`src/rtl/bus_admit_pkg.sv`:
```
package bus_admit_pkg;

  // Retry phase of the admission controller.
  typedef enum logic {
    PH_OPEN_BUS = 1'b0,
    PH_CALLING  = 1'b1
  } call_phase_e;

endpackage

```
`src/rtl/occupancy_timer.sv`:
```
module occupancy_timer #(
  parameter int SIZE_W    = 8,
  parameter int BUS_BYTES = 16
) (
  input  logic              clk,
  input  logic              rst_n,
  input  logic              load,
  input  logic [SIZE_W-1:0] size,
  output logic              busy
);

  localparam int SHIFT = $clog2(BUS_BYTES);
  localparam int CNT_W = SIZE_W + 1 - SHIFT;

  logic [SIZE_W:0]  size_round;
  logic [CNT_W-1:0] span;
  logic [CNT_W-1:0] cnt_q, cnt_n;

  // ceil(size / BUS_BYTES) in bus cycles
  always_comb begin
    size_round = {1'b0, size} + (SIZE_W + 1)'(BUS_BYTES - 1);
    span       = size_round[SIZE_W:SHIFT];
  end

  always_comb begin
    cnt_n = cnt_q;
    if (load)
      cnt_n = span;
    else if (cnt_q != '0)
      cnt_n = cnt_q - CNT_W'(1);
  end

  always_ff @(posedge clk or negedge rst_n) begin
    if (!rst_n)
      cnt_q <= '0;
    else
      cnt_q <= cnt_n;
  end

  assign busy = (cnt_q != '0);

  assert_countdown_R4: assert property (@(posedge clk) disable iff (!rst_n)
    (cnt_q != '0 && !load) |=> (cnt_q == $past(cnt_q) - CNT_W'(1)));

  assert_load_when_idle_R1: assert property (@(posedge clk) disable iff (!rst_n)
    load |-> !busy);

endmodule

```
`src/rtl/retry_list.sv`:
```
module retry_list #(
  parameter int NUM_PORTS = 4,
  parameter int PID_W     = 2
) (
  input  logic                 clk,
  input  logic                 rst_n,
  input  logic                 push,
  input  logic [PID_W-1:0]     push_id,
  input  logic                 pop,
  output logic [PID_W-1:0]     head_id,
  output logic                 not_empty,
  output logic [NUM_PORTS-1:0] member
);

  localparam int CNT_W = $clog2(NUM_PORTS + 1);

  logic [PID_W-1:0]     slot_q [NUM_PORTS];
  logic [PID_W-1:0]     wr_q, wr_n, rd_q, rd_n;
  logic [CNT_W-1:0]     cnt_q, cnt_n;
  logic [NUM_PORTS-1:0] mem_q, mem_n;
  logic                 push_ok;

  function automatic logic [PID_W-1:0] wrap_inc(input logic [PID_W-1:0] p);
    return (p == PID_W'(NUM_PORTS - 1)) ? '0 : p + PID_W'(1);
  endfunction

  // A port already waiting is not entered twice.
  assign push_ok = push && !mem_q[push_id];

  always_comb begin
    wr_n  = push_ok ? wrap_inc(wr_q) : wr_q;
    rd_n  = pop     ? wrap_inc(rd_q) : rd_q;
    cnt_n = cnt_q + CNT_W'(push_ok) - CNT_W'(pop);
    mem_n = mem_q;
    if (pop)
      mem_n[slot_q[rd_q]] = 1'b0;
    if (push_ok)
      mem_n[push_id] = 1'b1;
  end

  always_ff @(posedge clk or negedge rst_n) begin
    if (!rst_n) begin
      wr_q  <= '0;
      rd_q  <= '0;
      cnt_q <= '0;
      mem_q <= '0;
    end else begin
      wr_q  <= wr_n;
      rd_q  <= rd_n;
      cnt_q <= cnt_n;
      mem_q <= mem_n;
    end
  end

  // Slot storage needs no reset; membership and count qualify it.
  for (genvar i = 0; i < NUM_PORTS; i++) begin : g_slot
    always_ff @(posedge clk) begin
      if (push_ok && wr_q == PID_W'(i))
        slot_q[i] <= push_id;
    end
  end

  assign head_id   = slot_q[rd_q];
  assign not_empty = (cnt_q != '0);
  assign member    = mem_q;

  assert_no_overflow_R8: assert property (@(posedge clk) disable iff (!rst_n)
    push_ok |-> (cnt_q < CNT_W'(NUM_PORTS)));

  assert_pop_nonempty_R7: assert property (@(posedge clk) disable iff (!rst_n)
    pop |-> (cnt_q != '0));

  assert_count_matches_R8: assert property (@(posedge clk) disable iff (!rst_n)
    $countones(mem_q) == int'(cnt_q));

endmodule

```
`src/rtl/admit_decide.sv`:
```
module admit_decide #(
  parameter int PID_W = 2
) (
  input  logic             req_valid,
  input  logic             req_express,
  input  logic [PID_W-1:0] req_port,
  input  logic             bus_busy,
  input  logic             list_nonempty,
  input  logic             calling,
  input  logic [PID_W-1:0] head_id,
  output logic             grant,
  output logic             refuse,
  output logic             pop,
  output logic             occupy
);

  logic is_head_turn;
  logic ordinary_ok;

  always_comb begin
    is_head_turn = calling && (req_port == head_id);
    ordinary_ok  = !bus_busy && (!list_nonempty || is_head_turn);
    grant        = req_valid && (req_express || ordinary_ok);
    refuse       = req_valid && !grant;
    pop          = grant && !req_express && calling;
    occupy       = grant && !req_express;
  end

endmodule

```
`src/rtl/bus_admit_ctrl.sv`:
```
module bus_admit_ctrl #(
  parameter int NUM_PORTS = 4,
  parameter int SIZE_W    = 8,
  parameter int BUS_BYTES = 16,
  localparam int PID_W    = (NUM_PORTS > 1) ? $clog2(NUM_PORTS) : 1
) (
  input  logic                 clk,
  input  logic                 rst_n,
  input  logic                 req_valid,
  input  logic [PID_W-1:0]     req_port,
  input  logic [SIZE_W-1:0]    req_size,
  input  logic                 req_express,
  output logic                 req_grant,
  output logic [NUM_PORTS-1:0] retry_port,
  output logic                 bus_busy
);

  import bus_admit_pkg::*;

  logic [1:0]           rst_pipe;
  logic                 rst_int_n;
  logic                 grant, refuse, pop, occupy;
  logic [PID_W-1:0]     head_id;
  logic                 list_nonempty;
  logic [NUM_PORTS-1:0] member;
  call_phase_e          phase_q, phase_n;
  logic [NUM_PORTS-1:0] retry_q, retry_n;
  logic                 open_call;

  // Asynchronous assertion, synchronous release
  always_ff @(posedge clk or negedge rst_n) begin
    if (!rst_n)
      rst_pipe <= '0;
    else
      rst_pipe <= {rst_pipe[0], 1'b1};
  end
  assign rst_int_n = rst_pipe[1];

  admit_decide #(.PID_W(PID_W)) u_decide (
    .req_valid     (req_valid),
    .req_express   (req_express),
    .req_port      (req_port),
    .bus_busy      (bus_busy),
    .list_nonempty (list_nonempty),
    .calling       (phase_q == PH_CALLING),
    .head_id       (head_id),
    .grant         (grant),
    .refuse        (refuse),
    .pop           (pop),
    .occupy        (occupy)
  );

  occupancy_timer #(.SIZE_W(SIZE_W), .BUS_BYTES(BUS_BYTES)) u_timer (
    .clk   (clk),
    .rst_n (rst_int_n),
    .load  (occupy),
    .size  (req_size),
    .busy  (bus_busy)
  );

  retry_list #(.NUM_PORTS(NUM_PORTS), .PID_W(PID_W)) u_list (
    .clk       (clk),
    .rst_n     (rst_int_n),
    .push      (refuse),
    .push_id   (req_port),
    .pop       (pop),
    .head_id   (head_id),
    .not_empty (list_nonempty),
    .member    (member)
  );

  always_comb begin
    open_call = (phase_q == PH_OPEN_BUS) && !bus_busy && list_nonempty;
    phase_n   = phase_q;
    if (pop)
      phase_n = PH_OPEN_BUS;
    else if (open_call)
      phase_n = PH_CALLING;
    retry_n = open_call ? ({{(NUM_PORTS-1){1'b0}}, 1'b1} << head_id) : '0;
  end

  always_ff @(posedge clk or negedge rst_int_n) begin
    if (!rst_int_n) begin
      phase_q <= PH_OPEN_BUS;
      retry_q <= '0;
    end else begin
      phase_q <= phase_n;
      retry_q <= retry_n;
    end
  end

  assign req_grant  = grant;
  assign retry_port = retry_q;

  assert_express_granted_R3: assert property (@(posedge clk) disable iff (!rst_int_n)
    (req_valid && req_express) |-> req_grant);

  assert_busy_refuses_R1: assert property (@(posedge clk) disable iff (!rst_int_n)
    (req_valid && !req_express && bus_busy) |-> !req_grant);

  assert_retry_onehot_R6: assert property (@(posedge clk) disable iff (!rst_int_n)
    $onehot0(retry_port));

  assert_retry_on_idle_R6: assert property (@(posedge clk) disable iff (!rst_int_n)
    (retry_port != '0) |-> (!bus_busy && member[head_id]));

  assert_retry_single_cycle_R6: assert property (@(posedge clk) disable iff (!rst_int_n)
    (retry_port != '0) |=> (retry_port == '0));

  assert_grant_needs_valid_R10: assert property (@(posedge clk) disable iff (!rst_int_n)
    req_grant |-> req_valid);

endmodule

```
`config.mk`:
```
export PLATFORM = sky130hd
export DESIGN_NAME = bus_admit_ctrl
export DESIGN_NICKNAME = d
export VERILOG_FILES = /design/src/rtl/bus_admit_pkg.sv /design/src/rtl/occupancy_timer.sv /design/src/rtl/retry_list.sv /design/src/rtl/admit_decide.sv /design/src/rtl/bus_admit_ctrl.sv
export SDC_FILE = /design/constraint.sdc
export NUM_CORES = 1
export LEC_CHECK = 0
export BUFFER_PORTS_ARGS = -buffer_cell sky130_fd_sc_hd__buf_2
export CORE_ASPECT_RATIO = 0.7
export CORE_MARGIN = 3
export CORE_UTILIZATION = 40
export CTS_CLUSTER_DIAMETER = 40
export DETAILED_ROUTE_END_ITERATION = 8
export GPL_ROUTABILITY_DRIVEN = 1
export SLEW_MARGIN = 30
export SYNTH_ARGS = -nofsm -noshare
export SYNTH_HDL_FRONTEND = slang
export SYNTH_SLANG_ARGS = --single-unit
```
`constraint.sdc`:
```
create_clock -name clk -period 2.5 [get_ports clk]
set_input_delay 0.375 -clock clk [delete_from_list [all_inputs] [get_ports clk]]
set_output_delay 0.375 -clock clk [all_outputs]
set_load 0.01 [all_outputs]
```
==> Word level (Yosys, flattened, before mapping) <==
Memories as Yosys holds them, arrays and structs flattened.
Cells that the tools add are included.
{ "classes": {"n_eq_ne": 5, "reduce_logical": 30, "n_lt_le_gt_ge": 4, "n_addsub": 6, "n_mux": 32, "n_bitwise": 4, "shifts": 1} }
{ "ops": {"columns": ["op", "n"], "rows": [
  ["1-bit two-way mux", 16],
  ["2-bit two-way mux", 8],
  ["1-bit logical AND", 15],
  ["4-bit two-way mux", 3],
  ["5-bit two-way mux", 2],
  ["8-bit by 4-bit adder with 9-bit output (second input constant)", 1],
  ["2-bit == test (second input constant)", 3],
  ["2-bit by 3-bit less-than comparator with 1-bit output (second input constant)", 2],
  ["2-bit OR reduction", 3],
  ["1-bit logical NOT", 5],
  ["5-bit nonzero test", 1],
  ["5-bit by 1-bit subtractor with 5-bit output (second input constant)", 1],
  ["2-bit by 1-bit adder with 2-bit output (second input constant)", 2],
  ["4-bit bitwise AND", 1],
  ["1-bit demux with 2-bit select", 2],
  ["2-bit by 1-bit >= comparator with 1-bit output (second input constant)", 2],
  ["4-bit NOT", 1],
  ["4-bit bitwise OR", 1],
  ["2-bit nonzero test", 2],
  ["1-bit by 2-bit << shifter with 4-bit output (first input constant)", 1],
  ["3-bit by 1-bit adder with 3-bit output", 1],
  ["3-bit nonzero test", 1],
  ["3-bit by 1-bit subtractor with 3-bit output", 1],
  ["1-bit binary-select mux with 2-bit select", 1],
  ["5 further kinds", 6]
]} }
{ "word_totals": {"out_inout_bits": 6, "mem_count": 1, "input_bits": 14, "ramBits": 8, "elab_cells": 91, "register_bits": 23} }
{ "mem_list": {"columns": ["name", "depth", "width", "read_ports", "rd_ports_with_merged_regs", "write_ports", "line_no", "rtl"], "rows": [
  ["u_list.slot_q", 4, 2, 1, 0, 1, "retry_list.sv:17", "logic [PID_W-1:0] slot_q [NUM_PORTS];"]
]} }

==> Longest topological paths before layout <==
Gate-level depths: netlist (run 1).
An unclocked memory read counts as a cell.
{ "logic_depth": {"depth_word": 17, "ltp_mapped": 12, "mapped_depth_nobuf": 10} }

==> By module <==
A second synthesis (run 1) with hierarchy kept.
{ "hier_totals": {"cells_unflattened": 144, "hier_area_um2": 1619.1} }
{ "modules_own_cells": {"columns": ["module", "seq_area_each_um2", "area_each_um2", "n_inst", "cells_each"], "rows": [
  ["retry_list", 515.5, 947.2, 1, 75],
  ["occupancy_timer", 125.1, 364.1, 1, 39],
  ["bus_admit_ctrl", 175.2, 232.7, 1, 18],
  ["admit_decide", 0.0, 75.1, 1, 12]
]} }

==> Least setup slack after synthesis (run 1) <==
No wires, ideal clock.
{ "synth_path": {"path_kind": "reg2reg", "start": "register u_list.rd_q[0]", "end": "register u_list.cnt_q[2]", "arrival_ps": 2698, "slack_ps": -321, "period_less_slack_ps": 2821, "path_buffers": 2, "setup_time_ps": 123, "path_stages_with_launch": 13, "t_required_ps": 2377, "path_cell_list": "dfrtp_1 -> buf_6 -> mux4_2 -> xnor2_1 -> o31a_2 -> o21ai_2 -> buf_2 -> nor2_1 -> xor2_1 -> ha_1 -> fa_1 -> xor2_1 -> xnor2_1"} }
{ "synth_between": {"elab_chain_len": 12, "elab_cells_between_ends": 14, "cone_classes": "add/sub (2); eq/ne (1); reduce/logical (10); memory (1)"} }
{ "synth_rtl": {"columns": ["item", "line_no", "rtl"], "rows": [
  ["from (decl)", "retry_list.sv:18", "logic [PID_W-1:0] wr_q, wr_n, rd_q, rd_n;"],
  ["from (signal assigned)", "retry_list.sv:49", "rd_q <= rd_n;"],
  ["memory read 4 x 2 bit *", null, null],
  ["2-bit == test *", "admit_decide.sv:21", "is_head_turn = calling && (req_port == head_id);"],
  ["1-bit logical AND *", "admit_decide.sv:21", null],
  ["1-bit logical OR *", "admit_decide.sv:22", "ordinary_ok = !bus_busy && (!list_nonempty || is_head_turn);"],
  ["1-bit logical AND *", "admit_decide.sv:22", null],
  ["1-bit logical OR *", "admit_decide.sv:23", "grant = req_valid && (req_express || ordinary_ok);"],
  ["1-bit logical AND *", "admit_decide.sv:23", null],
  ["1-bit logical NOT", "admit_decide.sv:24", "refuse = req_valid && !grant;"],
  ["1-bit logical AND", "admit_decide.sv:24", null],
  ["1-bit logical AND", "retry_list.sv:28", "assign push_ok = push && !mem_q[push_id];"],
  ["3-bit by 1-bit adder with 3-bit output", "retry_list.sv:33", "cnt_n = cnt_q + CNT_W'(push_ok) - CNT_W'(pop);"],
  ["3-bit by 1-bit subtractor with 3-bit output *", "retry_list.sv:33", null],
  ["named net u_list.cnt_n[2]", "retry_list.sv:19", "logic [CNT_W-1:0] cnt_q, cnt_n;"],
  ["to (signal assigned)", "retry_list.sv:50", "cnt_q <= cnt_n;"],
  ["to (decl)", "retry_list.sv:19", null]
]} }
The timed path passes the listed nets; every way through them passes the cells marked *.
A chain may end at the register's enable or synchronous reset.

==> Final worst setup path (run 1) <==
{ "layout_path": {"start": "register u_list.rd_q[1]", "end": "register u_list.cnt_q[2]"} }
The elaborated chain is that of the path after synthesis.

==> run_results.csv, run 1 <==
group,metric,value,unit
critical_path,critPathMaxStageDelay,0.41,ns
timing,period_needed,2.59,ns
critical_path,crit_buf_inv,0,
critical_path,reg2reg_depth,10,
yosys,yosysTopAreaCellShare,36.5,%
critical_path,cp.depth,10,
placement,place_inst,211,
timing,setup_slack,-0.0928,ns
global_routing,grt_pass1_vias,1150,
critical_path,cp-endpoint,"u_list.cnt_q[2]$_DFF_PN0_",
timing,fmax,386,MHz
yosys,yosysUniqueCellTypes,42,
floorplanning,die_w,81.0,um
final_layout,utilization,54.9,%
yosys,synth_ff_type,"dfrtp_1",
timing,drv_slew,0,
floorplanning,die_h,58.5,um
detailed_routing,drt_iter0_drc,65,
detailed_routing,viasPerCell,5.14,
timing,hold_viol,0,
power,seqPwrFrac,43.8,%
yosys,synth_area,0.00158,mm^2
final_layout,area_growth,27.1,%
floorplanning,coreArea,0.00365,mm^2
timing,slew_headroom,43.1,%
yosys,synth_cells,133,
clock_tree,clk_pin_slew,0.06,ns
global_routing,grt_start_max_net_pins,22,
final_layout,instances_no_fill,224,
detailed_routing,wl,3150,um
yosys,synth.avg_cell_area,11.8,um^2
global_routing,grt_pass1_wl,5330,um
yosys,synth_area_leaders,"dfrtp_1 37%, edfxtp_1 15%, ha_1 6.4%",
detailed_routing,ant_nets,0,
power,combPwrFrac,36.2,%
clock_tree,insertion_delay,0.28,ns
global_routing,grtUsageMet2,23.0,%
floorplanning,ios,20,
clock_tree,cts_made_buffers,5,
power,p_switching,0.624,mW
detailed_routing,drc,0,
detailed_routing,routedWlPerCell,14.1,um
power,vdd.ir_drop.worst,419,uV
global_routing,grt_overflow,0,
floorplanning,start_util,43.2,%
yosys,syn_nets,156,
yosys,synth-seq-cells,31,
critical_path,end_kind,"register",
yosys,synth_edf_count,8,
power,p_per_area,912,mW/mm^2
detailed_routing,first_pass_iters,4,
critical_path,setup.worst_path.start_class,"register",
power,clockPowerShare,20.0,%
yosys,yosys.area.top_type,"dfrtp_1",
timing,clock_skew,0.00504,ns
timing,setup_viol,1,
critical_path,cp_cell_sequence,"mux2_4 > and4b_1 > o31a_2 > o21ai_4 > nor2_4 > xor2_2 > ha_4 > fa_2 > xor2_1 > xnor2_1",
yosys,seq_area_frac_synth,51.8,%
critical_path,r2r_slack,-0.09,ns
min_path,min_path_type,"reg2reg",
clock_tree,htreeDepth,2,
power,p_leak,0.875,nW
final_layout,final_nets,196,
placement,dp_hpwl,2420,um
critical_path,crit_family,"compound AO/OA/AOI/OAI gates",
clock_tree,clock-sinks,31,
critical_path,crit_slowest_cell,"dfrtp_1",
critical_path,critPathRequiredTime,2.67,ns
status,status,"complete, but fails checks",
critical_path,r2r_start,"u_list.rd_q[1]$_DFFE_PN0P_",
power,swShare,34.1,%
timing,min_period_over_period,104,%
run,drv_cap,0,
yosys,ys_async_sr_fraction,74.2,%
global_routing,grt.total_usage,15.3,%
critical_path,r2r_end,"u_list.cnt_q[2]$_DFF_PN0_",
global_routing,grt_util_met1,20.6,%
power,intPower,1.20,mW
global_routing,antenna_found_initial,0,
clock_tree,cts_tree,"done",
floorplanning,std_cell_rows,18,
status,violations,"negative setup slack",
critical_path,worstSetupPathType,"reg2reg",
placement,portBuffers,19,
placement,gp_congestion,0.758,
timing,worst_slew_pin_slew,0.854,ns
clock_tree,cts-root-buf,"clkbuf_8",
floorplanning,dieArea,0.00474,mm^2
critical_path,critPathLaunch,"u_list.rd_q[1]$_DFFE_PN0P_",
timing,grt_setup_unrepaired,"true",
clock_tree,clock_path_buffers,2,
global_routing,grt_use_met3,6.42,%
yosys,yosys_warnings,0,
final_layout,diodes,0,
final_layout,layout-drive-gt1-share,34.5,%
detailed_routing,vias,1152,
critical_path,cp_max_fo,3,
placement,dp_slack,-0.145,ns
global_routing,grt_busiest_layer,"met2",
critical_path,critPathArrivalTime,2.77,ns
-- sequential cells by signal, indices dropped and copies added, names as in the netlist --
signal         count
u_list.cnt_q       3
u_timer.cnt_q      5
phase_q            1
u_list.member      4
u_list.slot_q      8
u_list.wr_q        2
rst_pipe           2
u_list.rd_q        2
retry_port         4
-- final cells by class --
class                      count  area, um^2
sequential                    31         816
clock buffer                   6        72.6
inverter                      10        37.5
clock inverter                 2        7.51
multi-input combinational     89         773
timing repair buffer          36         233
tap                           50        62.6
fill                         335        1650
-- worst register-to-register path, cell delays in order (launching register included) --
cell	delay, ns
dfrtp_1	0.41
mux2_4	0.31
and4b_1	0.21
o31a_2	0.36
o21ai_4	0.21
nor2_4	0.06
xor2_2	0.17
ha_4	0.17
fa_2	0.33
xor2_1	0.15
xnor2_1	0.12
-- per-stage QoR --
stage          total power [mW]  hold WS, ns  TNS, ns  instance area, um^2
6_report                   1.83        0.351  -0.0928                 2000
5_1_grt                    1.98        0.380   -0.295                 2000
4_1_cts                    1.81        0.354   -0.230                 1930
3_5_place_dp               1.42        0.163   -0.251                 1820
3_3_place_gp               1.39        0.161   -0.222                 1820
2_1_floorplan              1.23       0.0794   -0.231                 1600
-- worst min path at each step --
stage / start / endpoint / slack (ns) / cells after the start
floorplan: rst_n / rst_pipe[0]$_DFF_PN0_ / 0.08 / 0
global placement: rst_n / rst_pipe[0]$_DFF_PN0_ / 0.16 / 1
detailed placement: rst_n / rst_pipe[1]$_DFF_PN0_ / 0.16 / 1
CTS: rst_pipe[0]$_DFF_PN0_ / rst_pipe[1]$_DFF_PN0_ / 0.35 / 0
global route: rst_pipe[0]$_DFF_PN0_ / rst_pipe[1]$_DFF_PN0_ / 0.38 / 0
finish: rst_pipe[0]$_DFF_PN0_ / rst_pipe[1]$_DFF_PN0_ / 0.35 / 0
-- power by group through the flow --
stage / logic (mW) / registers [mW] / clock network (mW)
after floorplan: 0.461 / 0.773 / 0
after global placement: 0.595 / 0.796 / 0
after detailed placement: 0.616 / 0.806 / 0
after CTS: 0.632 / 0.799 / 0.381
after global routing: 0.752 / 0.824 / 0.407
final: 0.661 / 0.801 / 0.365
-- layout by cell type, fill, tap and decap left out, types with 3 or more instances in the layout --
cell,n
nand3_1,3
mux2_2,4
clkbuf_8,5
buf_2,19
nand2_1,6
edfxtp_1,8
o41ai_1,3
o21ai_0,3
buf_4,14
nor3_1,5
and3_1,4
xnor2_1,8
inv_1,9
nor2b_1,3
dfrtp_1,23
ha_1,7
nor2_1,8
-- synth_stat cells, types with 3 or more instances --
cell,instances
ha_1,8
xor2_1,3
o41ai_1,3
edfxtp_1,8
mux2_2,5
inv_1,10
o21ai_0,3
nor2b_1,3
dfrtp_1,23
nor3_1,5
and3_1,4
nand2_1,7
nor2_1,9
nand3_1,3
xnor2_1,8
-- per-layer routing --
metal | wire (um) | vias up
met5 | 0 | -
met4 | 32 | 0
met3 | 215 | 6
met2 | 1430 | 26
met1 | 1480 | 568
li1 | - | 552
-- logic make-up after synthesis --
kind of cell / share of synthesized area, %
flip-flops: 51.8
other: 0.238
AND/OR/NAND/NOR: 13.8
multiplexers: 7.70
XOR/XNOR: 6.12
buffers and inverters: 3.65
adder cells (fa/ha/maj): 7.63
AO/OA/AOI/OAI: 9.06
-- what timing repair did --
| action | 4_1_cts | 5_1_grt |
|---|---|---|
| hold buffers | 1 | 0 |
| endpoints found under the hold margin | 2 | 0 |
| gates resized for setup | 3 | 9 |
| pin swaps | 1 | 1 |
| endpoints found under the setup margin | 3 | 5 |
| setup buffers | 0 | 4 |
No activity file was read; power rests on OpenSTA's default activity.
==> run 2, diff against run 1 <==
Settings changed: SKIP_CTS_REPAIR_TIMING from default to 1.
==> run_results.csv, run 2 (synthesized netlist as in run 1, its figures left out) <==
group,metric,value,unit
power,clockPowerShare,20.0,%
power,combPwrFrac,36.2,%
placement,place_inst,211,
timing,period_needed,2.59,ns
timing,worst_slew_pin_slew,0.865,ns
global_routing,grt_start_max_net_pins,22,
final_layout,layout-drive-gt1-share,34.5,%
power,p_per_area,912,mW/mm^2
timing,fin_setup_tns,-0.0929,ns
final_layout,utilization,54.9,%
final_layout,regMostFlops,"u_list.slot_q",
floorplanning,die_h,58.5,um
critical_path,critPathLaunch,"u_list.rd_q[1]$_DFFE_PN0P_",
floorplanning,std_cell_rows,18,
clock_tree,cts_tree,"done",
timing,drv_slew,0,
detailed_routing,viasPerCell,5.18,
final_layout,largest_reg_flops,8,
placement,portBuffers,19,
power,intPower,1.20,mW
final_layout,diodes,0,
final_layout,layout_common_cells,"23 x dfrtp_1, 19 x buf_2, 14 x buf_4, 9 x inv_1",
timing,slew_headroom,42.4,%
critical_path,r2r_start,"u_list.rd_q[1]$_DFFE_PN0P_",
timing,fmax,386,MHz
timing,setup_viol,1,
global_routing,grt_overflow,0,
timing,clock_skew,0.00491,ns
global_routing,grt_pass1_vias,1152,
power,swShare,34.1,%
placement,gp_congestion,0.758,
critical_path,cp_max_fo,3,
detailed_routing,drt_iter0_drc,73,
critical_path,r2r_slack,-0.09,ns
status,violations,"negative setup slack",
critical_path,cp-endpoint,"u_list.cnt_q[2]$_DFF_PN0_",
clock_tree,insertion_delay,0.28,ns
clock_tree,htreeDepth,2,
placement,dp_hpwl,2420,um
detailed_routing,vias,1161,
detailed_routing,first_pass_iters,4,
min_path,min_path_type,"reg2reg",
timing,hold_ws,0.350,ns
critical_path,end_kind,"register",
critical_path,setup.worst_path.start_class,"register",
critical_path,critPathRequiredTime,2.67,ns
final_layout,final_common_cell,"dfrtp_1",
final_layout,final_nets,196,
floorplanning,die_w,81.0,um
critical_path,critPathArrivalTime,2.77,ns
floorplanning,start_util,43.2,%
clock_tree,clk_pin_slew,0.06,ns
clock_tree,cts_made_buffers,5,
clock_tree,cts-root-buf,"clkbuf_8",
final_layout,area_growth,27.1,%
floorplanning,coreArea,0.00365,mm^2
clock_tree,clock_path_buffers,2,
detailed_routing,wl,3150,um
floorplanning,dieArea,0.00474,mm^2
final_layout,instances_no_fill,224,
detailed_routing,ant_nets,0,
floorplanning,ios,20,
detailed_routing,routedWlPerCell,14.1,um
power,vdd.ir_drop.worst,419,uV
timing,setup_slack,-0.0929,ns
critical_path,worstSetupPathType,"reg2reg",
power,seqPwrFrac,43.8,%
power,p_switching,0.623,mW
global_routing,grt.total_usage,15.3,%
global_routing,grt_pass1_wl,5330,um
critical_path,reg2reg_depth,10,
final_layout,reg.largest.list,"u_list.slot_q x8, u_timer.cnt_q x5",
power,power.total,1.83,mW
detailed_routing,drc,0,
timing,hold_viol,0,
status,status,"complete, but fails checks",
timing,grt_setup_unrepaired,"true",
run,drv_cap,0,
global_routing,antenna_found_initial,0,
clock_tree,clock-sinks,31,
timing,min_period_over_period,104,%
power,p_leak,0.875,nW
critical_path,r2r_end,"u_list.cnt_q[2]$_DFF_PN0_",
-- run 2: metal layers --
metal / up-vias / routed length (um) / track usage [%]
li1: 553 / - / -
met1: 578 / 1520 / 20.7
met2: 24 / 1440 / 22.8
met3: 6 / 155 / 6.42
met4: 0 / 32 / 3.61
met5: - / 0 / 0
-- run 2: critical path, cell delays in order (launching register included) --
cell and delay (ns):
dfrtp_1 0.41, mux2_4 0.31, and4b_1 0.21, o31a_2 0.36, o21ai_4 0.21, nor2_4 0.06
xor2_2 0.17, ha_4 0.17, fa_2 0.33, xor2_1 0.15, xnor2_1 0.12
-- run 2: layout make-up --
| cell class | count | area [um^2] |
|---|---|---|
| fill | 334 | 1650 |
| sequential | 31 | 816 |
| multi-input combinational | 89 | 773 |
| timing repair buffer | 36 | 233 |
| clock buffer | 6 | 72.6 |
| tap | 50 | 62.6 |
| inverter | 10 | 37.5 |
| clock inverter | 2 | 7.51 |
-- run 2: worst min-delay path by stage --
stage          cells past startpoint  slack [ns]                    end                   from
2_1_floorplan                      0        0.08  rst_pipe[0]$_DFF_PN0_                  rst_n
3_3_place_gp                       1        0.16  rst_pipe[0]$_DFF_PN0_                  rst_n
3_5_place_dp                       1        0.16  rst_pipe[1]$_DFF_PN0_                  rst_n
4_1_cts                            1       -0.14  rst_pipe[0]$_DFF_PN0_                  rst_n
5_1_grt                            0        0.38  rst_pipe[1]$_DFF_PN0_  rst_pipe[0]$_DFF_PN0_
6_report                           0        0.35  rst_pipe[1]$_DFF_PN0_  rst_pipe[0]$_DFF_PN0_
-- run 2: power by group through the flow --
stage | clock (mW) | combinational, mW | sequential, mW
after global routing | 0.407 | 0.752 | 0.824
after CTS | 0.381 | 0.619 | 0.796
after global placement | 0 | 0.595 | 0.796
after detailed placement | 0 | 0.616 | 0.806
final | 0.366 | 0.660 | 0.800
after floorplan | 0 | 0.461 | 0.773
-- run 2: stage by stage --
step           instance area [um^2]  setup WS [ns]
3_3_place_gp                   1820         -0.125
6_report                       2000        -0.0929
3_5_place_dp                   1820         -0.145
5_1_grt                        2000         -0.168
2_1_floorplan                  1600         -0.162
4_1_cts                        1900         -0.166
==> run 3, diff against run 2 <==
Settings changed: MAX_ROUTING_LAYER from default to met4.
==> run_results.csv, run 3 (synthesized netlist as in run 1, its figures left out) <==
group,metric,value,unit
critical_path,critPathRequiredTime,2.67,ns
clock_tree,htreeDepth,2,
power,clockPowerShare,19.9,%
timing,setup_slack,-0.0918,ns
global_routing,grt_pass1_wl,5350,um
timing,min_period_over_period,104,%
timing,setup_viol,1,
status,violations,"negative setup slack",
final_layout,reg.largest.list,"u_list.slot_q x8, u_timer.cnt_q x5",
floorplanning,coreArea,0.00365,mm^2
final_layout,final_common_cell,"dfrtp_1",
timing,slew_headroom,42.9,%
detailed_routing,drc,0,
placement,portBuffers,19,
global_routing,grt_pass1_vias,1142,
timing,grt_setup_unrepaired,"true",
critical_path,cp_max_fo,3,
clock_tree,clock_path_buffers,2,
final_layout,fill_cells,334,
floorplanning,start_util,43.2,%
detailed_routing,vias,1158,
final_layout,final_nets,196,
power,p_leak,0.875,nW
global_routing,grt_overflow,0,
critical_path,critPathArrivalTime,2.76,ns
critical_path,worstSetupPathType,"reg2reg",
floorplanning,die_h,58.5,um
timing,worst_slew_pin_slew,0.857,ns
detailed_routing,routedWlPerCell,14.0,um
power,vdd.ir_drop.worst,419,uV
detailed_routing,viasPerCell,5.17,
final_layout,regMostFlops,"u_list.slot_q",
timing,drv_slew,0,
critical_path,end_kind,"register",
clock_tree,clock-sinks,31,
global_routing,grt_start_max_net_pins,22,
floorplanning,dieArea,0.00474,mm^2
critical_path,setup.worst_path.start_class,"register",
power,seqPwrFrac,43.9,%
placement,dp_hpwl,2420,um
final_layout,layout_common_cells,"23 x dfrtp_1, 19 x buf_2, 14 x buf_4, 9 x inv_1",
final_layout,instances_no_fill,224,
clock_tree,cts_tree,"done",
power,p_per_area,911,mW/mm^2
clock_tree,cts_made_buffers,5,
min_path,min_path_type,"reg2reg",
final_layout,largest_reg_flops,8,
power,intPower,1.20,mW
placement,gp_congestion,0.768,
final_layout,diodes,0,
floorplanning,ios,20,
power,swShare,34.0,%
clock_tree,clk_pin_slew,0.06,ns
floorplanning,std_cell_rows,18,
final_layout,utilization,54.9,%
detailed_routing,ant_nets,0,
timing,clock_skew,0.00508,ns
timing,period_needed,2.59,ns
floorplanning,die_w,81.0,um
timing,fmax,386,MHz
final_layout,multi_input_area,773,um^2
timing,hold_ws,0.350,ns
power,p_switching,0.621,mW
placement,dp_slack,-0.145,ns
timing,hold_viol,0,
detailed_routing,wl,3130,um
clock_tree,insertion_delay,0.28,ns
global_routing,grt.total_usage,15.6,%
status,status,"complete, but fails checks",
detailed_routing,drt_iter0_drc,66,
final_layout,layout-drive-gt1-share,34.5,%
global_routing,antenna_found_initial,0,
final_layout,area_growth,27.1,%
detailed_routing,first_pass_iters,4,
final_layout,seq_area,816,um^2
critical_path,r2r_slack,-0.09,ns
run,drv_cap,0,
power,combPwrFrac,36.2,%
placement,place_inst,211,
clock_tree,cts-root-buf,"clkbuf_8",
## run 3: cell counts in the layout (fill, tap and decap cells not counted)
Identical to the previous run, type by type.
## run 3: cell type report
cell class	count	share of cell area [%]
inverters	10	1.88
clock buffers	6	3.62
repair buffers	36	11.6
well taps	50	3.13
flip-flops and latches	31	40.7
clock inverters	2	0.375
multi-input cells	89	38.6
## run 3: path summary, 6_finish.rpt
path                                                end                  startpoint  cells past startpoint
setup reg to reg              u_list.cnt_q[2]$_DFF_PN0_  u_list.rd_q[1]$_DFFE_PN0P_                     10
hold / removal                    rst_pipe[1]$_DFF_PN0_       rst_pipe[0]$_DFF_PN0_                      0
min in group asynchronous     u_list.cnt_q[2]$_DFF_PN0_       rst_pipe[1]$_DFF_PN0_                      0
hold reg to reg                   rst_pipe[1]$_DFF_PN0_       rst_pipe[0]$_DFF_PN0_                      0
max in group asynchronous  u_timer.cnt_q[2]$_DFFE_PN0P_       rst_pipe[1]$_DFF_PN0_                      0
setup / recovery              u_list.cnt_q[2]$_DFF_PN0_  u_list.rd_q[1]$_DFFE_PN0P_                     10
## run 3: power groups by stage
stage               Combinational [mW]  Sequential (mW)  Clock (mW)
finish                           0.659            0.801       0.364
global route                     0.752            0.823       0.405
floorplan                        0.461            0.773           0
detailed placement               0.616            0.806           0
CTS                              0.619            0.796       0.381
global placement                 0.595            0.796           0
## run 3: stage by stage
step	TNS, ns	instance area (um^2)	total power, mW
final	-0.0918	2000	1.82
after global routing	-0.289	2000	1.98
after CTS	-0.445	1900	1.80
after detailed placement	-0.251	1820	1.42
after global placement	-0.222	1820	1.39
after floorplan	-0.231	1600	1.23
## run 3: routing by layer
metal  routed length (um)  share of wire, %  global-route usage [%]
met1                 1490                47                    20.9
met2                 1410                45                    22.8
met3                  180               5.7                    5.50
met4                   51               1.6                    3.61
met5                    0                 0                       -
## run 3: worst max-delay path: stages (launching register included)
cell	delay, ns
dfrtp_1	0.41
mux2_4	0.31
and4b_1	0.21
o31a_2	0.36
o21ai_4	0.21
nor2_4	0.06
xor2_2	0.16
ha_4	0.17
fa_2	0.33
xor2_1	0.15
xnor2_1	0.12
